$ cat src/rtl/adc_seq_pkg.sv
package adc_seq_pkg;
  typedef enum logic [1:0] {ST_IDLE, ST_SAMPLE, ST_CONV} seq_st_e;
  typedef enum logic {GRP_REG, GRP_INS} grp_e;
endpackage

$ cat src/rtl/adc_seq_trig.sv
module adc_seq_trig (
  input  logic clk_i,
  input  logic rst_ni,
  input  logic en_i,
  input  logic sw_i,
  input  logic ext_en_i,
  input  logic ext_i,
  input  logic ack_i,
  output logic pend_o
);
  logic ext_q;

  always_ff @(posedge clk_i or negedge rst_ni) begin
    if (!rst_ni) begin
      ext_q  <= 1'b0;
      pend_o <= 1'b0;
    end else begin
      ext_q <= ext_i;
      if (!en_i)                                   pend_o <= 1'b0;
      else if (sw_i || (ext_en_i && ext_i && !ext_q)) pend_o <= 1'b1;
      else if (ack_i)                              pend_o <= 1'b0;
    end
  end
endmodule

$ cat src/rtl/adc_seq_ctrl.sv
module adc_seq_ctrl
  import adc_seq_pkg::*;
#(
  parameter int NCH  = 16,
  parameter int SW   = 4,
  parameter int RLEN = 8,
  parameter int ILEN = 4,
  localparam int CHW = $clog2(NCH),
  localparam int RIW = $clog2(RLEN),
  localparam int ILW = $clog2(ILEN)
) (
  input  logic              clk_i,
  input  logic              rst_ni,
  input  logic              en_i,
  input  logic              cont_i,
  input  logic [RIW-1:0]    reg_len_i,
  input  logic [RLEN*CHW-1:0] reg_chans_i,
  input  logic [ILW-1:0]    ins_len_i,
  input  logic [ILEN*CHW-1:0] ins_chans_i,
  input  logic [NCH*SW-1:0] smp_code_i,
  input  logic              reg_pend_i,
  input  logic              ins_pend_i,
  input  logic              conv_done_i,
  output logic              reg_ack_o,
  output logic              ins_ack_o,
  output logic              conv_req_o,
  output logic [CHW-1:0]    conv_ch_o,
  output logic              store_o,
  output grp_e              store_grp_o,
  output logic [ILW-1:0]    store_slot_o,
  output logic              reg_last_o,
  output logic              ins_last_o,
  output logic              launch_o,
  output logic              launch_reg_o,
  output logic              idle_o,
  output logic              ins_act_o,
  output logic [RIW-1:0]    reg_idx_o
);
  seq_st_e        st;
  grp_e           cur_grp;
  logic [CHW-1:0] cur_ch;
  logic [SW-1:0]  cnt;
  logic [RIW-1:0] reg_idx;
  logic [ILW-1:0] ins_idx;
  logic           reg_act, ins_act;
  logic           pick_ins, pick_reg;
  logic [CHW-1:0] sel_ch;

  // inserted work always wins at a selection point
  assign pick_ins = en_i && (ins_act || ins_pend_i);
  assign pick_reg = en_i && !pick_ins && (reg_act || reg_pend_i);
  assign idle_o   = (st == ST_IDLE);
  assign launch_o = idle_o && (pick_ins || pick_reg);
  assign launch_reg_o = idle_o && pick_reg;
  assign ins_ack_o = idle_o && pick_ins && !ins_act;
  assign reg_ack_o = idle_o && pick_reg && !reg_act;
  assign sel_ch = pick_ins ? ins_chans_i[ins_idx*CHW +: CHW]
                           : reg_chans_i[reg_idx*CHW +: CHW];

  assign reg_last_o   = (reg_idx == reg_len_i);
  assign ins_last_o   = (ins_idx == ins_len_i);
  assign conv_req_o   = (st == ST_CONV);
  assign conv_ch_o    = cur_ch;
  assign store_o      = conv_req_o && conv_done_i;
  assign store_grp_o  = cur_grp;
  assign store_slot_o = ins_idx;
  assign ins_act_o    = ins_act;
  assign reg_idx_o    = reg_idx;

  always_ff @(posedge clk_i or negedge rst_ni) begin
    if (!rst_ni) begin
      st      <= ST_IDLE;
      cur_grp <= GRP_REG;
      cur_ch  <= '0;
      cnt     <= '0;
      reg_idx <= '0;
      ins_idx <= '0;
      reg_act <= 1'b0;
      ins_act <= 1'b0;
    end else begin
      unique case (st)
        ST_IDLE: if (launch_o) begin
          cur_grp <= pick_ins ? GRP_INS : GRP_REG;
          cur_ch  <= sel_ch;
          cnt     <= smp_code_i[sel_ch*SW +: SW];
          if (pick_ins) ins_act <= 1'b1;
          else          reg_act <= 1'b1;
          st <= ST_SAMPLE;
        end
        ST_SAMPLE: begin
          if (cnt == '0) st <= ST_CONV;
          else           cnt <= cnt - 1'b1;
        end
        ST_CONV: if (conv_done_i) begin
          st <= ST_IDLE;
          if (cur_grp == GRP_INS) begin
            if (ins_last_o) begin
              ins_act <= 1'b0;
              ins_idx <= '0;
            end else ins_idx <= ins_idx + 1'b1;
          end else begin
            if (reg_last_o) begin
              reg_idx <= '0;
              if (!cont_i) reg_act <= 1'b0;
            end else reg_idx <= reg_idx + 1'b1;
          end
        end
        default: st <= ST_IDLE;
      endcase
    end
  end
endmodule

$ cat src/rtl/adc_seq_results.sv
module adc_seq_results
  import adc_seq_pkg::*;
#(
  parameter int DW   = 12,
  parameter int ILEN = 4,
  localparam int ILW = $clog2(ILEN)
) (
  input  logic               clk_i,
  input  logic               rst_ni,
  input  logic               store_i,
  input  grp_e               grp_i,
  input  logic [ILW-1:0]     slot_i,
  input  logic               reg_last_i,
  input  logic               ins_last_i,
  input  logic [DW-1:0]      data_i,
  input  logic               eoc_clr_i,
  input  logic               eoic_clr_i,
  input  logic               eoc_ie_i,
  input  logic               eoic_ie_i,
  output logic [DW-1:0]      reg_data_o,
  output logic [ILEN*DW-1:0] ins_data_o,
  output logic               dma_req_o,
  output logic               eoc_o,
  output logic               eoic_o,
  output logic               eoc_irq_o,
  output logic               eoic_irq_o
);
  logic st_reg, st_ins;

  assign st_reg = store_i && (grp_i == GRP_REG);
  assign st_ins = store_i && (grp_i == GRP_INS);

  always_ff @(posedge clk_i or negedge rst_ni) begin
    if (!rst_ni) begin
      reg_data_o <= '0;
      dma_req_o  <= 1'b0;
      eoc_o      <= 1'b0;
      eoic_o     <= 1'b0;
    end else begin
      dma_req_o <= st_reg;
      if (st_reg) reg_data_o <= data_i;
      // set beats clear in the same cycle
      if (st_reg && reg_last_i) eoc_o <= 1'b1;
      else if (eoc_clr_i)       eoc_o <= 1'b0;
      if (st_ins && ins_last_i) eoic_o <= 1'b1;
      else if (eoic_clr_i)      eoic_o <= 1'b0;
    end
  end

  for (genvar g = 0; g < ILEN; g++) begin : g_slot
    always_ff @(posedge clk_i or negedge rst_ni) begin
      if (!rst_ni)                               ins_data_o[g*DW +: DW] <= '0;
      else if (st_ins && (slot_i == ILW'(g)))   ins_data_o[g*DW +: DW] <= data_i;
    end
  end

  assign eoc_irq_o  = eoc_o && eoc_ie_i;
  assign eoic_irq_o = eoic_o && eoic_ie_i;
endmodule

$ cat src/rtl/adc_scan_seq.sv
module adc_scan_seq
  import adc_seq_pkg::*;
#(
  parameter int NCH  = 16,
  parameter int SW   = 4,
  parameter int DW   = 12,
  parameter int RLEN = 8,
  parameter int ILEN = 4
) (
  input  logic                          clk_i,
  input  logic                          rst_ni,
  input  logic                          en_i,
  input  logic                          cont_i,
  input  logic [$clog2(RLEN)-1:0]       reg_len_i,
  input  logic [RLEN*$clog2(NCH)-1:0]   reg_chans_i,
  input  logic [$clog2(ILEN)-1:0]       ins_len_i,
  input  logic [ILEN*$clog2(NCH)-1:0]   ins_chans_i,
  input  logic [NCH*SW-1:0]             smp_code_i,
  input  logic                          reg_sw_start_i,
  input  logic                          reg_ext_en_i,
  input  logic                          reg_ext_trig_i,
  input  logic                          ins_sw_start_i,
  input  logic                          ins_ext_en_i,
  input  logic                          ins_ext_trig_i,
  input  logic                          eoc_ie_i,
  input  logic                          eoic_ie_i,
  input  logic                          eoc_clr_i,
  input  logic                          eoic_clr_i,
  output logic                          conv_req_o,
  output logic [$clog2(NCH)-1:0]        conv_ch_o,
  input  logic                          conv_done_i,
  input  logic [DW-1:0]                 conv_data_i,
  output logic [DW-1:0]                 reg_data_o,
  output logic                          dma_req_o,
  output logic [ILEN*DW-1:0]            ins_data_o,
  output logic                          eoc_o,
  output logic                          eoic_o,
  output logic                          eoc_irq_o,
  output logic                          eoic_irq_o
);
  localparam int RIW = $clog2(RLEN);
  localparam int ILW = $clog2(ILEN);

  logic           reg_pend, ins_pend, reg_ack, ins_ack;
  logic           store, reg_last, ins_last;
  grp_e           store_grp;
  logic [ILW-1:0] store_slot;
  logic           launch, launch_reg, seq_idle, ins_act;
  logic [RIW-1:0] reg_idx;

  adc_seq_trig u_reg_trig (
    .clk_i, .rst_ni, .en_i,
    .sw_i(reg_sw_start_i), .ext_en_i(reg_ext_en_i), .ext_i(reg_ext_trig_i),
    .ack_i(reg_ack), .pend_o(reg_pend)
  );

  adc_seq_trig u_ins_trig (
    .clk_i, .rst_ni, .en_i,
    .sw_i(ins_sw_start_i), .ext_en_i(ins_ext_en_i), .ext_i(ins_ext_trig_i),
    .ack_i(ins_ack), .pend_o(ins_pend)
  );

  adc_seq_ctrl #(.NCH(NCH), .SW(SW), .RLEN(RLEN), .ILEN(ILEN)) u_ctrl (
    .clk_i, .rst_ni, .en_i, .cont_i,
    .reg_len_i, .reg_chans_i, .ins_len_i, .ins_chans_i, .smp_code_i,
    .reg_pend_i(reg_pend), .ins_pend_i(ins_pend), .conv_done_i,
    .reg_ack_o(reg_ack), .ins_ack_o(ins_ack),
    .conv_req_o, .conv_ch_o,
    .store_o(store), .store_grp_o(store_grp), .store_slot_o(store_slot),
    .reg_last_o(reg_last), .ins_last_o(ins_last),
    .launch_o(launch), .launch_reg_o(launch_reg), .idle_o(seq_idle),
    .ins_act_o(ins_act), .reg_idx_o(reg_idx)
  );

  adc_seq_results #(.DW(DW), .ILEN(ILEN)) u_res (
    .clk_i, .rst_ni,
    .store_i(store), .grp_i(store_grp), .slot_i(store_slot),
    .reg_last_i(reg_last), .ins_last_i(ins_last), .data_i(conv_data_i),
    .eoc_clr_i, .eoic_clr_i, .eoc_ie_i, .eoic_ie_i,
    .reg_data_o, .ins_data_o, .dma_req_o,
    .eoc_o, .eoic_o, .eoc_irq_o, .eoic_irq_o
  );
endmodule

$ cat config.mk
export PLATFORM = sky130hd
export DESIGN_NAME = adc_scan_seq
export DESIGN_NICKNAME = d
export VERILOG_FILES = /design/src/rtl/adc_seq_pkg.sv /design/src/rtl/adc_seq_trig.sv /design/src/rtl/adc_seq_ctrl.sv /design/src/rtl/adc_seq_results.sv /design/src/rtl/adc_scan_seq.sv
export SDC_FILE = /design/constraint.sdc
export NUM_CORES = 1
export LEC_CHECK = 0
export ABC_AREA = 1
export BUFFER_PORTS_ARGS = -buffer_cell sky130_fd_sc_hd__buf_2
export CORE_ASPECT_RATIO = 0.8
export CORE_MARGIN = 3
export CORE_UTILIZATION = 45
export CTS_CLUSTER_SIZE = 24
export DETAILED_ROUTE_END_ITERATION = 10
export GPL_TIMING_DRIVEN = 0
export PLACE_DENSITY = 0.77
export SYNTH_ARGS = -nofsm -noshare
export SYNTH_HDL_FRONTEND = slang
export SYNTH_SLANG_ARGS = --single-unit
$ cat constraint.sdc
create_clock -name clk_i -period 2.2 [get_ports clk_i]
set_input_delay 0.22 -clock clk_i [delete_from_list [all_inputs] [get_ports clk_i]]
set_output_delay 0.22 -clock clk_i [all_outputs]
set_load 0.02 [all_outputs]
After elaboration in Yosys (flattened, before gate mapping)
Cells that the tools add are included.
- multiply operators: 0
- reduce and logical (&&, ||, !) cells: 47
- div/mod/pow operators: 0
- muxes and demuxes: 34
- $lt $le $gt $ge: 0
- add/subtract/negate cells: 3
- bitwise logic cells: 1
- shift operators: 3
- eq/ne operators: 20
- operators by type and width (kind ; number):
    $shiftx A64 B7 Y4 ; 1
    $shiftx A32 B6 Y4 ; 1
    $logic_and A1 B1 Y1 ; 23
    $mux W1 ; 22
    $ne A2 B2 Y1 const B ; 8
    $shiftx A16 B5 Y4 ; 1
    $mux W4 ; 3
    $reduce_and A3 Y1 ; 4
    $mux W2 ; 4
    $pmux W4 S2 ; 1
    $reduce_bool A2 Y1 ; 4
    $reduce_and A7 Y1 ; 1
    $eq A2 B2 Y1 const B ; 3
    $ne A2 B1 Y1 const B ; 3
    $ne A3 B1 Y1 const B ; 2
    $pmux W2 S3 ; 1
    $reduce_and A6 Y1 ; 1
    $logic_not A1 Y1 ; 5
    $logic_or A1 B1 Y1 ; 5
    $eq A2 B1 Y1 const B ; 2
    $logic_not A2 Y1 ; 2
    $logic_not A4 Y1 ; 1
    $pmux W1 S2 ; 2
    $sub A4 B1 Y4 const B ; 1
    7 further kinds ; 7
- memory bits (read-only): 0
- memory bits (writable): 0
- latch bits: 0
- output and inout bits: 70
- word-level logic and storage cells: 128
- memories kept: 0
- register bits: 85
- input port bits: 144

Longest topological paths before layout
- depth in word-level cells: 10
- depth in mapped cells: 17
- mapped depth without buffers: 15

Modules after synthesis
A second synthesis with hierarchy kept.
- cells, all modules: 731
- area total of the unflattened synthesis: 5112.4 um2
- modules (own cells, without submodules) (module ; seq. area each (um2) ; cells each ; times used ; area each (um2)):
    adc_seq_results ; 1576.5 ; 284 ; 1 ; 2491.1
    adc_seq_ctrl ; 450.4 ; 425 ; 1 ; 2448.6
    adc_seq_trig ; 50.0 ; 11 ; 2 ; 86.3

Worst setup path after synthesis
No wires, ideal clock.
- path kind: register -> register
- from: register u_ctrl.st[0]
- to: register u_res.ins_data_o[10]
- required time: 2.070 ns
- path buffers: 1
- library setup time: 0.130 ns
- clock period less this slack: 1.763 ns
- stages on the path, launching flop included: 10
- slack: 0.437 ns
- arrival time: 1.633 ns
- cell sequence: dfrtp_1 -> nor2_1 -> inv_1 -> nor2_1 -> inv_1 -> nor2_4 -> nand2_1 -> clkbuf_1 -> nand2_1 -> o21ai_0
- word-level cells in the longest chain between the ends: 4
- RTL lines (element ; RTL line ; text):
    from (decl) ; adc_seq_ctrl.sv:39 ; seq_st_e st;
    from (signal assigned) ; adc_seq_ctrl.sv:72 ; st <= ST_IDLE;
    from (signal assigned) ; adc_seq_ctrl.sv:88 ; st <= ST_SAMPLE;
    from (signal assigned) ; adc_seq_ctrl.sv:91 ; if (cnt == '0) st <= ST_CONV;
    $eq A2 B2 Y1 ; adc_seq_ctrl.sv:62 ; assign conv_req_o = (st == ST_CONV);
    named net conv_req_o ; adc_scan_seq.sv:29 ; output logic conv_req_o,
    $logic_and A1 B1 Y1 ; adc_seq_ctrl.sv:64 ; assign store_o = conv_req_o && conv_done_i;
    $logic_and A1 B1 Y1 ; adc_seq_results.sv:31 ; assign st_ins = store_i && (grp_i == GRP_INS);
    $logic_and A1 B1 Y1 ; adc_seq_results.sv:53 ; else if (st_ins && (slot_i == ILW'(g))) ins_data_o[g*DW +: DW] <= data_i;
    to (signal, indexed assignment) ; adc_seq_results.sv:53 ;
    to (decl) ; adc_seq_results.sv:21 ; output logic [ILEN*DW-1:0] ins_data_o,
The timed path passes the listed nets, and every way through them passes these cells.
A chain may end at the register's enable or synchronous reset.

Worst setup path in the final report
- from: register u_ctrl.reg_idx[0], in the netlist u_ctrl.reg_idx_o[0]
- to: register u_ctrl.cnt[3]
- word-level cells in the longest chain between the ends: 5
- RTL lines (element ; RTL line ; text):
    from (decl) ; adc_seq_ctrl.sv:43 ; logic [RIW-1:0] reg_idx;
    from (signal assigned) ; adc_seq_ctrl.sv:105 ; end else reg_idx <= reg_idx + 1'b1;
    $shiftx A32 B6 Y4 ; adc_seq_ctrl.sv:58 ; : reg_chans_i[reg_idx*CHW +: CHW];
    $mux W4 ; adc_seq_ctrl.sv:57 ; assign sel_ch = pick_ins ? ins_chans_i[ins_idx*CHW +: CHW]
    $shiftx A64 B7 Y4 ; adc_seq_ctrl.sv:85 ; cnt <= smp_code_i[sel_ch*SW +: SW];
    $mux W4 ; adc_seq_ctrl.sv:82 ; ST_IDLE: if (launch_o) begin
    $pmux W4 S2 ; adc_seq_ctrl.sv:81 ; unique case (st)
    to (signal assigned) ; adc_seq_ctrl.sv:85 ;
    to (signal assigned) ; adc_seq_ctrl.sv:92 ; else cnt <= cnt - 1'b1;
    to (decl) ; adc_seq_ctrl.sv:42 ; logic [SW-1:0] cnt;
No other way between the ends. The select of a mux whose other input is x is not followed.

==> summary.md <==
| Metric | Value |
|---|---|
| Status | `finished clean` |
| Core area | `about 10000 um2` |
| Fmax | `roughly 500 MHz` |
| Clk root buf | `clkbuf_16` |
| Post-route clock period utilization | `roughly nine tenths` |
| Clock skew | `a little over 0.01 ns` |
| Clock buffer depth | `2` |
| Number of global-route vias before repair | `4,969` |
| Fin. max-slew vios | `0` |
| Final Hold Fails | `0` |
| DR vias | `~5,200` |
| Detailed router's first-iteration violation count | `between 200 and 300` |
| Area grow syn2layout | `33.3%` |
| FF-to-FF Start | `u_ctrl.reg_idx_o[0]$_DFFE_PN0P_` |
| Number of synthesized flops with an enable pin | `0` |
| Final setup fails | `0` |
| Top cell type's share of synthesized area | `between 40 and 50%` |
| Post-synthesis async set-or-reset flop share | `between 90% and 100%` |
| Gr ovfl total | `0` |
| Total iterations of the first detailed-routing run | `5` |
| Antenna Nets Post-Route | `0` |
| Nets | `1,017` |
| Synth Cell Area | `~4800 um2` |
| Part of the Yosys area used for sequential elements | `44.5%` |
| Antenna cells | `0` |
| Crit path capture type | `flop` |
| Worst slew pin tran | `~0.55 ns` |
| Most frequent cells in the layout | `buf_2, nand2_1, dfrtp_1` |
| Row count | `32` |
| Final core utilization | `around 64%` |
| RD Place Congestion | `roughly 0.87` |
| Setup ws final | `around 0.18 ns` |
| # clock sinks | `85` |
| Most common cell after layout, fill and taps aside | `buf_2` |
| Ports | `roughly 210` |
| Dpl ws | `between 0.1 and 0.15 ns` |
| First-pass GRT wire length | `between 20 and 25 mm` |
| Endpoint, Worst Hold | `u_res.eoic_o$_DFFE_PN0P_` |
| Wirelength per Cell | `roughly 15 um` |
| Maximum vdd drop | `approximately 0.00060 V` |
| Critical Path Fanout Max | `10` |
| Max stage delay cell, worst path | `dfrtp_1` |
| # port buffers | `between 200 and 250` |
| Overall routed net length | `15.2 mm` |
| Die area | `~12,000 um2` |
| FF+latch count, synth | `85` |
| Die height | `between 90 and 100 um` |
| Number of flip-flops in the largest register | `between 40 and 50` |
| Library cells used by synthesis | `38` |
| Worst Hold Class | `input pin to flop` |
| Required @ worst endpoint | `approximately 2.5 ns` |
| Biggest regs | `u_res.ins_data_o: 48 flops, u_res.reg_data_o: 12 flops` |
| CTS clk-pin slew, worst paths | `0.06 ns` |
| Met2 Resource Use GR | `between 40% and 50%` |
| GRT met3 Usage | `4.52%` |
| CTS buffer count | `9` |
| Crit path kind | `flop to flop` |
| CP Cell Sequence | `buf_6 > inv_6 > buf_6 > nor2_1 > o22ai_2 > nor2_1 > o21ai_4 > inv_4 > nand3_1 > nand3_1 > nand2_1 > nand2_1 > a21oi_2` |
| Pin count of the biggest net entering global routing | `67` |
| Critical R2R Capture | `u_ctrl.cnt[3]$_DFFE_PN0P_` |
| Proportion of layout cells with a drive suffix above 1 | `31.7%` |
| Worst skew pair latency | `0.34 ns` |
| Hold depth | `2` |
| Crit path arrival time | `roughly 2.3 ns` |
| Post-layout total power | `0.00882 W` |
| Max_cap viols | `0` |
| HP Start | `eoic_clr_i` |
| Detailed-placement wirelength estimate | `12.1 mm` |
| Met1 Track Usage GR | `35.0%` |
| Crit path largest cell delay | `a little under 0.4 ns` |
| GRT Total Usage | `25.4%` |
| H-tree depth | `3` |
| Reg2Reg Depth | `13` |
| Synth area leaders | `dfrtp_1, nand2_1, nand3_1` |
| Reg2Reg Setup Slack | `roughly 0.18 ns` |
| Worst setup SP type | `flop` |
| CTS tree | `yes` |
| Rel. slew slack | `approximately 63%` |
| Setup TNS | `0 ns` |
| Dominant synthesized flop cell | `dfrtp_1` |
| RSZ-0062 raised after global routing | `no` |
| Biggest register | `u_res.ins_data_o` |
| Syn avg cell area | `~7.5 um2` |
| Drc violations | `0` |
| Syn nets | `~790` |
| Starting Density | `between 40% and 50%` |
| Static leakage | `about 3.6 nW` |
| Cell count after synthesis | `between 600 and 700` |
| Vias/cell | `~5.1` |
| Initial antenna violation count | `0` |
| PwrDens | `about 1400 nW/um2` |
| Top Usage Layer GRT | `met2` |
| Die Wd | `~120 um` |
| Largest area contributor in the netlist | `dfrtp_1` |
| Tmin final | `just over 2 ns` |
| Ys Warns | `0` |
## through the flow
step                area, um2  hold WS, ns  instances
floorplan                4780      -0.0756        638
global placement         6010        0.342        987
detailed placement       6040        0.124        988
CTS                      6340      0.00148       1006
global route             6370       0.0902       1008
finish                   6370       0.0663       1008
## report_power, final
part           internal (W)  leakage [nW]  switching, W
logic               0.00178          2.35       0.00318
clock network      0.000790         0.134      0.000589
registers           0.00213          1.12      0.000356
## cell type report
type                       count  area (um2)
buffer                        28         193
clock buffer                  10         239
clock inverter                 6        38.8
fill                         851        3600
inverter                      80         308
multi-input combinational    445        2160
sequential                    85        2130
tap                          136         170
timing repair buffer         218        1130
## critical path: cells and delay by family, from the launching register on
kind | cells | cell delay, ns
AOI/OAI and AO/OA | 3 | 0.59
and+or+nand+nor | 6 | 0.48
buffers and inverters | 4 | 0.48
DFF | 1 | 0.39
## cells by family after synthesis
| logic type | share of synthesized area [%] |
|---|---|
| AOI/OAI and AO/OA | 12.9 |
| xor gates and xnor gates | 1.10 |
| adders and majority gates | 1.57 |
| buffers and inverters | 10.5 |
| DFF | 44.5 |
| and+or+nand+nor | 29.4 |
## cell usage after synthesis, types with 3 or more instances
cell and number:
dfrtp_1 85, buf_6 8, xnor2_1 5, nand3_1 83
inv_1 71, nand2_1 192, inv_2 6, o21ai_1 11
nor2_1 27, nor2_2 4, buf_2 7, a31oi_1 3
clkbuf_1 10, o211ai_1 5, a21oi_1 3, nand3b_1 9
ha_1 6, o21ai_0 77
## per-layer routing
metal | share of wire (%) | vias up
li1 | - | 2511
met1 | 44 | 2431
met2 | 48 | 191
met3 | 6.5 | 23
met4 | 1.7 | 0
met5 | 0 | -
## worst max path at each step
stage,from,end,slack (ns),cells past startpoint
6_report,u_ctrl.reg_idx_o[0]$_DFFE_PN0P_,u_ctrl.cnt[3]$_DFFE_PN0P_,0.18,13
2_1_floorplan,u_ctrl.st[0]$_DFFE_PN0P_,u_res.ins_data_o[10]$_DFFE_PN0P_,0.44,9
5_1_grt,u_ctrl.store_slot_o[0]$_DFFE_PN0P_,u_ctrl.cnt[2]$_DFFE_PN0P_,0.02,16
3_3_place_gp,u_ctrl.ins_act_o$_DFFE_PN0P_,u_ctrl.cnt[3]$_DFFE_PN0P_,0.19,12
4_1_cts,u_ctrl.ins_act_o$_DFFE_PN0P_,u_ctrl.cnt[2]$_DFFE_PN0P_,0.11,14
3_5_place_dp,u_ctrl.ins_act_o$_DFFE_PN0P_,u_ctrl.cnt[3]$_DFFE_PN0P_,0.12,12
## timing repair
action	CTS	global route
gates resized for setup	0	3
setup buffers	0	1
hold endpoints to repair	20	1
endpoints found under the setup margin	0	4
hold buffers	2	1
No activity file was read; power rests on OpenSTA's default activity.
